`config.mk`:
```
export PLATFORM = sky130hd
export DESIGN_NAME = weighted_pattern_gen
export DESIGN_NICKNAME = d
export VERILOG_FILES = /design/src/rtl/wprpg_pkg.sv /design/src/rtl/wprpg_lfsr.sv /design/src/rtl/wprpg_cell.sv /design/src/rtl/wprpg_cfg.sv /design/src/rtl/weighted_pattern_gen.sv
export SDC_FILE = /design/constraint.sdc
export NUM_CORES = 1
export LEC_CHECK = 0
export BUFFER_PORTS_ARGS = -buffer_cell sky130_fd_sc_hd__buf_4
export CORE_MARGIN = 1
export CORE_UTILIZATION = 65
export CTS_CLUSTER_DIAMETER = 80
export DETAILED_ROUTE_END_ITERATION = 8
export PLACE_DENSITY = 0.95
export SETUP_SLACK_MARGIN = 0.05
export SKIP_CTS_REPAIR_TIMING = 1
export SYNTH_ARGS = -nofsm -noshare
export SYNTH_HDL_FRONTEND = slang
export SYNTH_SLANG_ARGS = --single-unit
```
`constraint.sdc`:
```
create_clock -name clk -period 4.85 [get_ports clk]
set_input_delay 0.97 -clock clk [delete_from_list [all_inputs] [get_ports clk]]
set_output_delay 0.97 -clock clk [all_outputs]
set_load 0.01 [all_outputs]
```
`src/rtl/wprpg_pkg.sv`:
```
package wprpg_pkg;

    typedef enum logic {
        ST_IDLE = 1'b0,
        ST_RUN  = 1'b1
    } run_state_t;

    // per-bit weight code: AND depth in two bits, then the invert flag
    typedef struct packed {
        logic [1:0] depth;
        logic       flip;
    } wcode_t;

    localparam int CODE_W = 3;
    localparam int TAPS   = 4;

endpackage

```
`src/rtl/wprpg_lfsr.sv`:
```
module wprpg_lfsr #(
    parameter int             LEN  = 32,
    parameter logic [LEN-1:0] MASK = 32'h8020_0003,
    parameter logic [LEN-1:0] SEED = 32'h1D87_2B41
) (
    input  logic           clk,
    input  logic           rst_n,
    input  logic           step,
    output logic [LEN-1:0] state
);

    logic [LEN-1:0] st_q;
    logic           fb;

    always_comb begin
        fb = ^(st_q & MASK);
    end

    always_ff @(posedge clk or negedge rst_n) begin
        if (!rst_n) begin
            st_q <= SEED;
        end else if (step) begin
            st_q <= {st_q[LEN-2:0], fb};
        end
    end

    assign state = st_q;


    lfsr_nonzero_chk: assert property (@(posedge clk) disable iff (!rst_n)
        st_q != '0);

endmodule

```
`src/rtl/wprpg_cell.sv`:
```
module wprpg_cell
    import wprpg_pkg::*;
(
    input  logic [TAPS-1:0] taps,
    input  wcode_t          code,
    output logic            bit_o
);

    logic prod;

    always_comb begin
        unique case (code.depth)
            2'b00: prod = taps[0];
            2'b01: prod = taps[0] & taps[1];
            2'b10: prod = &taps[2:0];
            2'b11: prod = &taps;
        endcase
        bit_o = prod ^ code.flip;
    end

endmodule

```
`src/rtl/wprpg_cfg.sv`:
```
module wprpg_cfg
    import wprpg_pkg::*;
#(
    parameter int W     = 8,
    parameter int NSETS = 3,
    parameter int SET_W = 2
) (
    input  logic                clk,
    input  logic                rst_n,
    input  run_state_t          state,
    input  logic                run_en,
    input  logic                we,
    input  logic [SET_W-1:0]    wset,
    input  logic [CODE_W*W-1:0] wword,
    input  logic [SET_W-1:0]    rset,
    output logic [CODE_W*W-1:0] rword
);

    logic [CODE_W*W-1:0] bank [NSETS];
    logic                accept;

    always_comb begin
        accept = we && !run_en && (state == ST_IDLE) && (int'(wset) < NSETS);
        rword  = (int'(rset) < NSETS) ? bank[rset] : bank[0];
    end

    always_ff @(posedge clk or negedge rst_n) begin
        if (!rst_n) begin
            for (int s = 0; s < NSETS; s++) begin
                bank[s] <= '0;
            end
        end else if (accept) begin
            bank[wset] <= wword;
        end
    end

    for (genvar s = 0; s < NSETS; s++) begin : g_hold

        cfg_frozen_chk: assert property (@(posedge clk) disable iff (!rst_n)
            (state == ST_RUN || run_en) |=> $stable(bank[s]));
    end

endmodule

```
`src/rtl/weighted_pattern_gen.sv`:
```
module weighted_pattern_gen
    import wprpg_pkg::*;
#(
    parameter int             W     = 8,
    parameter int             LEN   = 32,
    parameter int             NSETS = 3,
    parameter logic [LEN-1:0] MASK  = 32'h8020_0003,
    parameter logic [LEN-1:0] SEED  = 32'h1D87_2B41
) (
    input  logic                clk,
    input  logic                rst_n,
    input  logic                run_en,
    input  logic [1:0]          set_idx,
    input  logic                cfg_we,
    input  logic [1:0]          cfg_set,
    input  logic [3*W-1:0]      cfg_word,
    output logic [W-1:0]        pattern
);

    localparam int SET_W  = 2;
    localparam int STRIDE = LEN / TAPS;

    run_state_t           state_q, state_d;
    logic                 step;
    logic [LEN-1:0]       lfsr;
    logic [CODE_W*W-1:0]  codes;
    logic [W-1:0]         weighted;
    logic [W-1:0]         pat_q;

    // state register
    always_ff @(posedge clk or negedge rst_n) begin
        if (!rst_n) begin
            state_q <= ST_IDLE;
        end else begin
            state_q <= state_d;
        end
    end

    // next state and outputs
    always_comb begin
        state_d = state_q;
        step    = 1'b0;
        unique case (state_q)
            ST_IDLE: begin
                if (run_en) begin
                    state_d = ST_RUN;
                    step    = 1'b1;
                end
            end
            ST_RUN: begin
                if (run_en) begin
                    step    = 1'b1;
                end else begin
                    state_d = ST_IDLE;
                end
            end
        endcase
    end

    wprpg_lfsr #(.LEN(LEN), .MASK(MASK), .SEED(SEED)) u_lfsr (
        .clk   (clk),
        .rst_n (rst_n),
        .step  (step),
        .state (lfsr)
    );

    wprpg_cfg #(.W(W), .NSETS(NSETS), .SET_W(SET_W)) u_cfg (
        .clk    (clk),
        .rst_n  (rst_n),
        .state  (state_q),
        .run_en (run_en),
        .we     (cfg_we),
        .wset   (cfg_set),
        .wword  (cfg_word),
        .rset   (set_idx),
        .rword  (codes)
    );

    for (genvar i = 0; i < W; i++) begin : g_cell
        logic [TAPS-1:0] taps;
        for (genvar k = 0; k < TAPS; k++) begin : g_tap
            assign taps[k] = lfsr[i + k*STRIDE];
        end
        wprpg_cell u_cell (
            .taps  (taps),
            .code  (wcode_t'(codes[CODE_W*i +: CODE_W])),
            .bit_o (weighted[i])
        );
    end

    always_ff @(posedge clk or negedge rst_n) begin
        if (!rst_n) begin
            pat_q <= '0;
        end else if (step) begin
            pat_q <= weighted;
        end
    end

    assign pattern = pat_q;


    freeze_chk: assert property (@(posedge clk) disable iff (!rst_n)
        !run_en |=> ($stable(pattern) && $stable(lfsr)));


    idle_to_run_chk: assert property (@(posedge clk) disable iff (!rst_n)
        run_en |=> (state_q == ST_RUN));


    run_to_idle_chk: assert property (@(posedge clk) disable iff (!rst_n)
        !run_en |=> (state_q == ST_IDLE));

endmodule

```
# Yosys cells after proc, flatten, opt, wreduce, memory -nomap -nowiden
# Index checks and enable logic that the tools add are counted.
# Widths: inputs -> output; s select.
totals:
  output_inout_bits: 8
  ff_bits: 113
  in_bits: 32
op_classes:
  reduce_logical: 30
  n_lt_le_gt_ge: 5
  n_bitwise: 19
  muxes: 16
  eq_ne: 24
ops:
  columns: ["operator", "n"]
  rows:
  - ["$mux 24", 4]
  - ["$bwmux 72", 1]
  - ["$bmux 24 s2", 1]
  - ["$demux 24 s2", 1]
  - ["$eq 2x2->1 const B", 16]
  - ["$pmux 1 s4", 8]
  - ["$reduce_and 4->1", 8]
  - ["$reduce_xor 32->1", 1]
  - ["$reduce_and 3->1", 8]
  - ["$eq 2x1->1 const B", 8]
  - ["$logic_not 2->1", 8]
  - ["$and 1x1->1", 8]
  - ["$xor 1x1->1", 8]
  - ["$ge 3x3->1 const B", 2]
  - ["$not 2->3", 2]
  - ["$logic_and 1x1->1", 4]
  - ["$lt 2x2->1 const B", 2]
  - ["$lt 3x1->1 const B", 1]
  - ["$logic_not 1->1", 1]
  - ["$mux 1", 1]
  - ["$not 1->1", 1]

# Longest topological paths before layout
# Gate-level depths: netlist of run 1.
depth:
  depth_word: 8
  mapped_depth: 7
  ltp_nobuf: 5

# Modules after synthesis
# From an unflattened synthesis of run 1, not the netlist that was laid out.
unflattened:
  hier_cells: 437
  area_unflattened_um2: 5755.5
by_module_without_submodules:
  columns: ["module", "cells_per_inst", "n_inst", "area_each_um2"]
  rows:
  - ["wprpg_cfg", 266, 1, 3524.6]
  - ["wprpg_lfsr", 73, 1, 1363.8]
  - ["wprpg_cell", 10, 8, 63.8]
  - ["weighted_pattern_gen", 18, 1, 356.6]

# Worst setup path before layout of run 1
# Ideal clock, no wire load.
synth_timing:
  path_type: "input port to flip-flop"
  startpoint: "in run_en"
  endpoint: "reg u_cfg.bank[10] (netlist bit)"
  arrival_ps: 2162
  setup_time_ps: 125
  cell_stages: 5
  n_path_buf: 3
  slack_ps: 2563
  path_cell_list: "buf_6 > or4b_1 > buf_2 > buf_6 > mux2_4"
synth_between:
  elab_chain_cells: 4
synth_rtl:
  columns: ["element", "line_no", "source"]
  rows:
  - ["from (decl)", "weighted_pattern_gen.sv:12", "input logic run_en,"]
  - ["$logic_not 1->1", "wprpg_cfg.sv:23", "accept = we && !run_en && (state == ST_IDLE) && (int'(wset) < NSETS);"]
  - ["$logic_and 1x1->1 (3 in series)", "wprpg_cfg.sv:23", null]
  - ["to (signal, indexed assignment)", "wprpg_cfg.sv:33", "bank[wset] <= wword;"]
  - ["to (decl)", "wprpg_cfg.sv:19", "logic [CODE_W*W-1:0] bank [NSETS];"]
# Every way passes these cells.
# A chain may end at the register's enable or synchronous reset.

# Final worst setup path of run 1
layout_timing:
  startpoint: "in set_idx[0]"
  endpoint: "reg pat_q[7] (netlist: pattern[7])"
layout_between:
  elab_chain_cells: 8
layout_rtl:
  columns: ["element", "line_no", "source"]
  rows:
  - ["from (decl)", "weighted_pattern_gen.sv:13", "input logic [1:0] set_idx,"]
  - ["$not 2->3 (not written as such)", "wprpg_cfg.sv:24", "rword = (int'(rset) < NSETS) ? bank[rset] : bank[0];"]
  - ["$bmux 24 s2", "wprpg_cfg.sv:24", null]
  - ["$mux 24 (not written as such) (2 in series)", "wprpg_cfg.sv:24", null]
  - ["$mux 24 (*)", "wprpg_cfg.sv:24", null]
  - ["$eq 2x2->1 (tied with other cells)", "wprpg_cell.sv:12", "unique case (code.depth)"]
  - ["$pmux 1 s4", "wprpg_cell.sv:12", null]
  - ["$xor 1x1->1 (*)", "wprpg_cell.sv:18", "bit_o = prod ^ code.flip;"]
  - ["to (signal assigned)", "weighted_pattern_gen.sv:95", "pat_q <= weighted;"]
  - ["to (decl)", "weighted_pattern_gen.sv:28", "logic [W-1:0] pat_q;"]
# Every way passes the cells marked *; elsewhere a longest branch is shown, timed or not. The select of a mux whose other input is x is not followed.

==> impl_metrics.toml, run 1 <==
[run_status]
status = "finished clean"

[logic_synthesis]
postSynthRegisterBits = 113
synth.area.top_cells = "dfrtp_1 44%, mux2_2 15%, mux2_4 11%, dfstp_2 6.5%, mux2i_1 5.7%"
post_synth_inst_count = 402
yosysTopAreaCellShare = 0.438
post-synth-top-area-cell = "dfrtp_1"
syn-num-nets = 434
synthesis.area_per_instance_um2 = 14.1
seq_area_frac_synth = 0.503
synth_cell_type_count = 30
library_cell_with_the_highest_instance_count_after_synthesis = "dfrtp_1"
synth_ff_type = "dfrtp_1"
syn-cell-area_mm2 = 0.00565
synth_commonest_cells = "99 x dfrtp_1, 77 x mux2_2, 42 x mux2_4, 32 x mux2i_1"
count_of_flip_flops_with_a_built_in_enable_after_synthesis = 0
yosys_warnings = 0
async_flop_share = 1.00

[power]
leakagePower_nw = 3.02
design_power_total_mw = 2.96
power.density_mw_per_mm2 = 458
largest_voltage_drop_on_the_vdd_net_mv = 0.283

[setup_path]
worst-endpoint-arrival_ns = 2.94
timing.rr.start = "state_q"
worst_path_dominant_cell_family = "buffers and inverters"
worst-path-buf-inv = 1
cp_cell_sequence = "buf_4, mux2_4, nand3b_1, o311ai_0, or3_1, a31oi_1"
rr_endpoint = "u_cfg.bank[36]"
slowest_delay_ns = 0.64
critical-path-slowest-cell = "buf_4"
critPathCaptureType = "flip-flop"
path_depth = 6
crit_start = "set_idx[0]"
critPathRequiredTime_ns = 5.28
r2r_setup_slack_ns = 3.03
crit_end = "pattern[7]"
setup.worst_path.start_class = "input pin"
timing.critical_path.fanout_max = 56
worstSetupPathType = "input pin to flip-flop"
r2r_cells = 4

[place]
placed_cells = 524
detailed_place.area_mm2 = 0.00586
routability_driven_placement_congestion_ratio = 0.748
port_buffers = 39
placement_setup_slack_ns = 1.95
dpl.hpwl_mm = 6.98

[floorplan]
chipWidth_um = 95.2
num_rows = 33
die_h_um = 95.2
core_region_area_mm2 = 0.00830
die-area_mm2 = 0.00907
start_util = 0.681
io-pin-count = 40

[sta]
timing.final.crit_period_ns = 2.51
max_clock_freq_mhz = 399
final-setup-viol-count = 0
setup_repair_after_global_routing_missed_its_margin = "false"
tightest_slew_ns = 1.07
finalMaxSlewViolations = 0
final_worst_setup_slack_ns = 2.34
final-hold-violation-count = 0
min_period_over_period = 0.517
final.setup.tns_ns = 0
final_clock_skew_ns = 0.0129
maxSlewHeadroom = 0.287
hold-worst-slack_ns = 0.512

[hold_path]
class_of_the_tightest_hold_or_removal_check = "flip-flop to flip-flop"
min-delay-start = "u_lfsr.state[0]"

[grt]
grt_antenna_before_repair = 0
global_route_wire_length_before_repair_mm = 20.7
gr-usage-all-layers = 0.314
grt_pass1_vias = 3896
grt_start_max_net_pins = 89
grt_overflow = 0

[clock_network]
clock_insertion_delay_worst_skew_ns = 0.53
ctsRootBufferMaster = "clkbuf_8"
cts_num_sinks = 113
cts_tree = "yes"
max-clock-path-buffers = 2
numCtsBuffers = 17
htree_num_levels = 4
clk_pin_slew_ns = 0.06

[cells_and_area]
post_route_cells_drive_above_1_share = 0.472
post_layout_instance_area_mm2 = 0.00646
antenna_cells = 0
instances_no_fill = 556
finalNetCount = 470
area_growth_synth_to_finish_pct = 14.4
final_core_util = 0.779

[routing]
route.detailed.wl_per_inst_um = 23.2
vias = 3659
detailedRoute.firstPassIterationCount = 5
drc = 0
routed_wirelength_mm = 12.9
postRouteAntennaNets = 0
via_per_inst = 6.58
detail_route.iter0.violations = 226

[run]
max_cap_violations = 0
==> report_power, final <==
group | switching (mW) | internal [mW] | leakage (nW)
clock | 0.434 | 0.841 | 0.294
combinational | 0.204 | 0.276 | 1.34
sequential | 0.112 | 1.10 | 1.38
total | 0.751 | 2.21 | 3.02
==> area by class of cell <==
cell class / instances / area, um^2
multi-input combinational: 263 / 2560
sequential: 113 / 2850
clock buffer: 20 / 435
timing repair buffer: 43 / 323
clock inverter: 12 / 165
fill: 399 / 1840
tap: 105 / 131
==> worst min-delay path by stage <==
stage	to	slack (ns)	cells past startpoint
global placement	u_cfg.bank[0]	0.49	1
global route	u_cfg.bank[30]	0.52	1
finish	u_lfsr.state[0]	0.51	1
detailed placement	u_cfg.bank[15]	0.49	1
CTS	u_cfg.bank[0]	0.51	1
floorplan	u_cfg.bank[10]	0.48	1
==> registers in the layout, summed over array words and instances (netlist names) <==
name / count
pattern: 8
u_cfg.bank: 72
state_q: 1
u_lfsr.state: 32
==> kinds of logic after synthesis <==
group / Yosys count / synth area share
multiplexers: 151 / 0.322
flip-flops: 113 / 0.503
AND/OR/NAND/NOR: 61 / 0.0708
AO/OA/AOI/OAI: 48 / 0.0549
buffers and inverters: 26 / 0.0445
XOR/XNOR: 3 / 0.00465
==> per-layer routing <==
layer,GRT usage,vias to the layer above,routed length [um]
met5,0,-,0
met4,0.179,0,471
met3,0.0845,54,818
met2,0.495,184,6330
met1,0.390,1847,5280
li1,-,1574,-
==> cells in the final DEF (no fill, tap or decap), drive strengths merged, types with 3 or more instances in the layout <==
master,instances
bufinv,4
a211oi,8
nor2b,8
nor2,8
dfstp,14
nand3b,16
buf,43
clkinv,6
mux2,119
o21ai,8
dfrtp,99
or3,16
and3,8
a31oi,16
o311ai,8
xnor2,3
mux2i,32
clkbuf,20
a21oi,8
Power figures use the tool's default switching activity.
==> inputs of run 2 (changes only) <==
CORE_UTILIZATION = 55   (was 65)
PLACE_DENSITY = 0.88   (was 0.95)
clock period = 2.2 ns   (was 4.85 ns; I/O delays follow)
==> run 2 against run 1 <==
  * The flow now finishes with violations (negative hold slack)
  * Sequential cell count unchanged
  * Count of clock-buffer cells in the layout increased by 1
  * Combinational power is 120% higher
  * First-iteration DRC count fell by 5.3%
  * Hold slack got worse by 0.52 ns
  * Core utilization is 11 points lower
  * Cell count rose by 5.9%
==> impl_metrics.toml, run 2 (synthesis gave the netlist of run 1 again) <==
[run_status]
status = "finished, violations left"
failing_checks = "negative hold slack"

[floorplan]
start_util = 0.573
die-area_mm2 = 0.0107
chipWidth_um = 103
io-pin-count = 40
die_h_um = 103
num_rows = 36
core_region_area_mm2 = 0.00986

[power]
p_comb_frac = 0.165
leakagePower_nw = 3.03
design_power_total_mw = 6.30
power.net_switching_mw = 1.65
seq_pwr_share = 0.422
part_of_the_total_power_dissipated_in_the_clock_network = 0.413
internal-power_mw = 4.65
largest_voltage_drop_on_the_vdd_net_mv = 0.532
power.density_mw_per_mm2 = 962
netSwitchingFraction = 0.262

[cells_and_area]
final.fill_count = 646
area_growth_synth_to_finish_pct = 15.9
regArea_mm2 = 0.00285
largest-register = "u_cfg.bank"
post_route_cells_drive_above_1_share = 0.482
multi_input_comb_area_mm2 = 0.00256
most-common-layout-cells = "99 x dfrtp_1, 77 x mux2_2, 45 x buf_4"
commonest_non_fill_non_tap_cell_in_the_layout = "dfrtp_1"
max_ffs_per_register = 72
antenna_cells = 0
finalNetCount = 475

[sta]
maxSlewHeadroom = 0.612
final-setup-viol-count = 0
final-hold-violation-count = 2
tightest_slew_ns = 0.582
final.setup.tns_ns = 0
finalMaxSlewViolations = 0
hold-worst-slack_ns = -0.00341
final_clock_skew_ns = 0.00801
max_clock_freq_mhz = 554
min_period_over_period = 0.821
timing.final.crit_period_ns = 1.81
setup_repair_after_global_routing_missed_its_margin = "false"

[clock_network]
cts_tree = "yes"
max-clock-path-buffers = 2
ctsRootBufferMaster = "clkbuf_8"
clk_pin_slew_ns = 0.06
htree_num_levels = 4
clock_insertion_delay_worst_skew_ns = 0.51
numCtsBuffers = 17
cts_num_sinks = 113

[setup_path]
setup.worst_path.start_class = "flip-flop"
critPathCaptureType = "flip-flop"
worstSetupPathType = "flip-flop to flip-flop"
timing.critical_path.fanout_max = 24
r2r_cells = 4
critPathRequiredTime_ns = 2.59
timing.rr.start = "state_q"
rr_endpoint = "u_cfg.bank[41]"
worst-endpoint-arrival_ns = 2.20
r2r_setup_slack_ns = 0.39

[routing]
routed_wirelength_mm = 12.4
route.detailed.wl_per_inst_um = 21.0
via_per_inst = 6.06
detail_route.iter0.violations = 214
drc = 0
vias = 3569
detailedRoute.firstPassIterationCount = 4
postRouteAntennaNets = 0

[hold_path]
class_of_the_tightest_hold_or_removal_check = "input pin to asynchronous set/reset pin"

[grt]
gr-usage-all-layers = 0.246
grt_pass1_vias = 3799
global_route_wire_length_before_repair_mm = 19.5
grt_antenna_before_repair = 0
grt_start_max_net_pins = 114
grt_overflow = 0

[run]
max_cap_violations = 0

[place]
routability_driven_placement_congestion_ratio = 0.800
port_buffers = 39
dpl.hpwl_mm = 7.13
## run 2: worst max path at each step
stage | from | end | slack (ns) | cells past startpoint
2_1_floorplan | run_en | u_cfg.bank[10] | 0.44 | 5
3_3_place_gp | set_idx[0] | pattern[4] | 0.11 | 7
3_5_place_dp | set_idx[0] | pattern[2] | 0.008 | 7
4_1_cts | state_q | u_cfg.bank[41] | 0.39 | 4
5_1_grt | set_idx[0] | pattern[4] | 0.36 | 7
6_report | state_q | u_cfg.bank[41] | 0.39 | 4
## run 2: per-stage QoR
step	instances	instance area, um^2	util	hold slack, ns	setup WS (ns)
4_1_cts	589	6550	0.664	0.0288	0.388
6_report	589	6550	0.664	-0.00341	0.395
3_5_place_dp	557	5970	0.606	0.493	0.00843
5_1_grt	589	6550	0.664	0.0517	0.356
2_1_floorplan	402	5650	-	0.144	0.443
3_3_place_gp	557	5970	0.606	0.489	0.114
## run 2: power by group through the flow
stage	Sequential (mW)	Combinational, mW	Clock [mW]
floorplan	2.59	0.771	0
global placement	2.64	0.955	0
detailed placement	2.66	1.02	0
CTS	2.65	1.04	2.63
global route	2.68	1.12	2.73
finish	2.66	1.04	2.60
## run 2: layer usage
layer	wire length, um	vias to the layer above	global-route usage
met1	5220	1868	0.302
li1	-	1591	-
met3	351	25	0.0558
met2	6500	85	0.408
met4	277	0	0.125
met5	0	-	0
## run 2: worst max-delay path, stage by stage (launching register included)
cell      delay (ns)
dfrtp_1         0.35
nand2b_1        0.19
or4b_1          0.47
buf_4           0.30
mux2_4          0.36
## run 2: layout make-up
cell class / count / area share
clock buffers: 21 / 0.0716
clock inverters: 11 / 0.0162
multi-input cells: 263 / 0.391
flip-flops and latches: 113 / 0.434
well taps: 133 / 0.0254
repair buffers: 48 / 0.0608
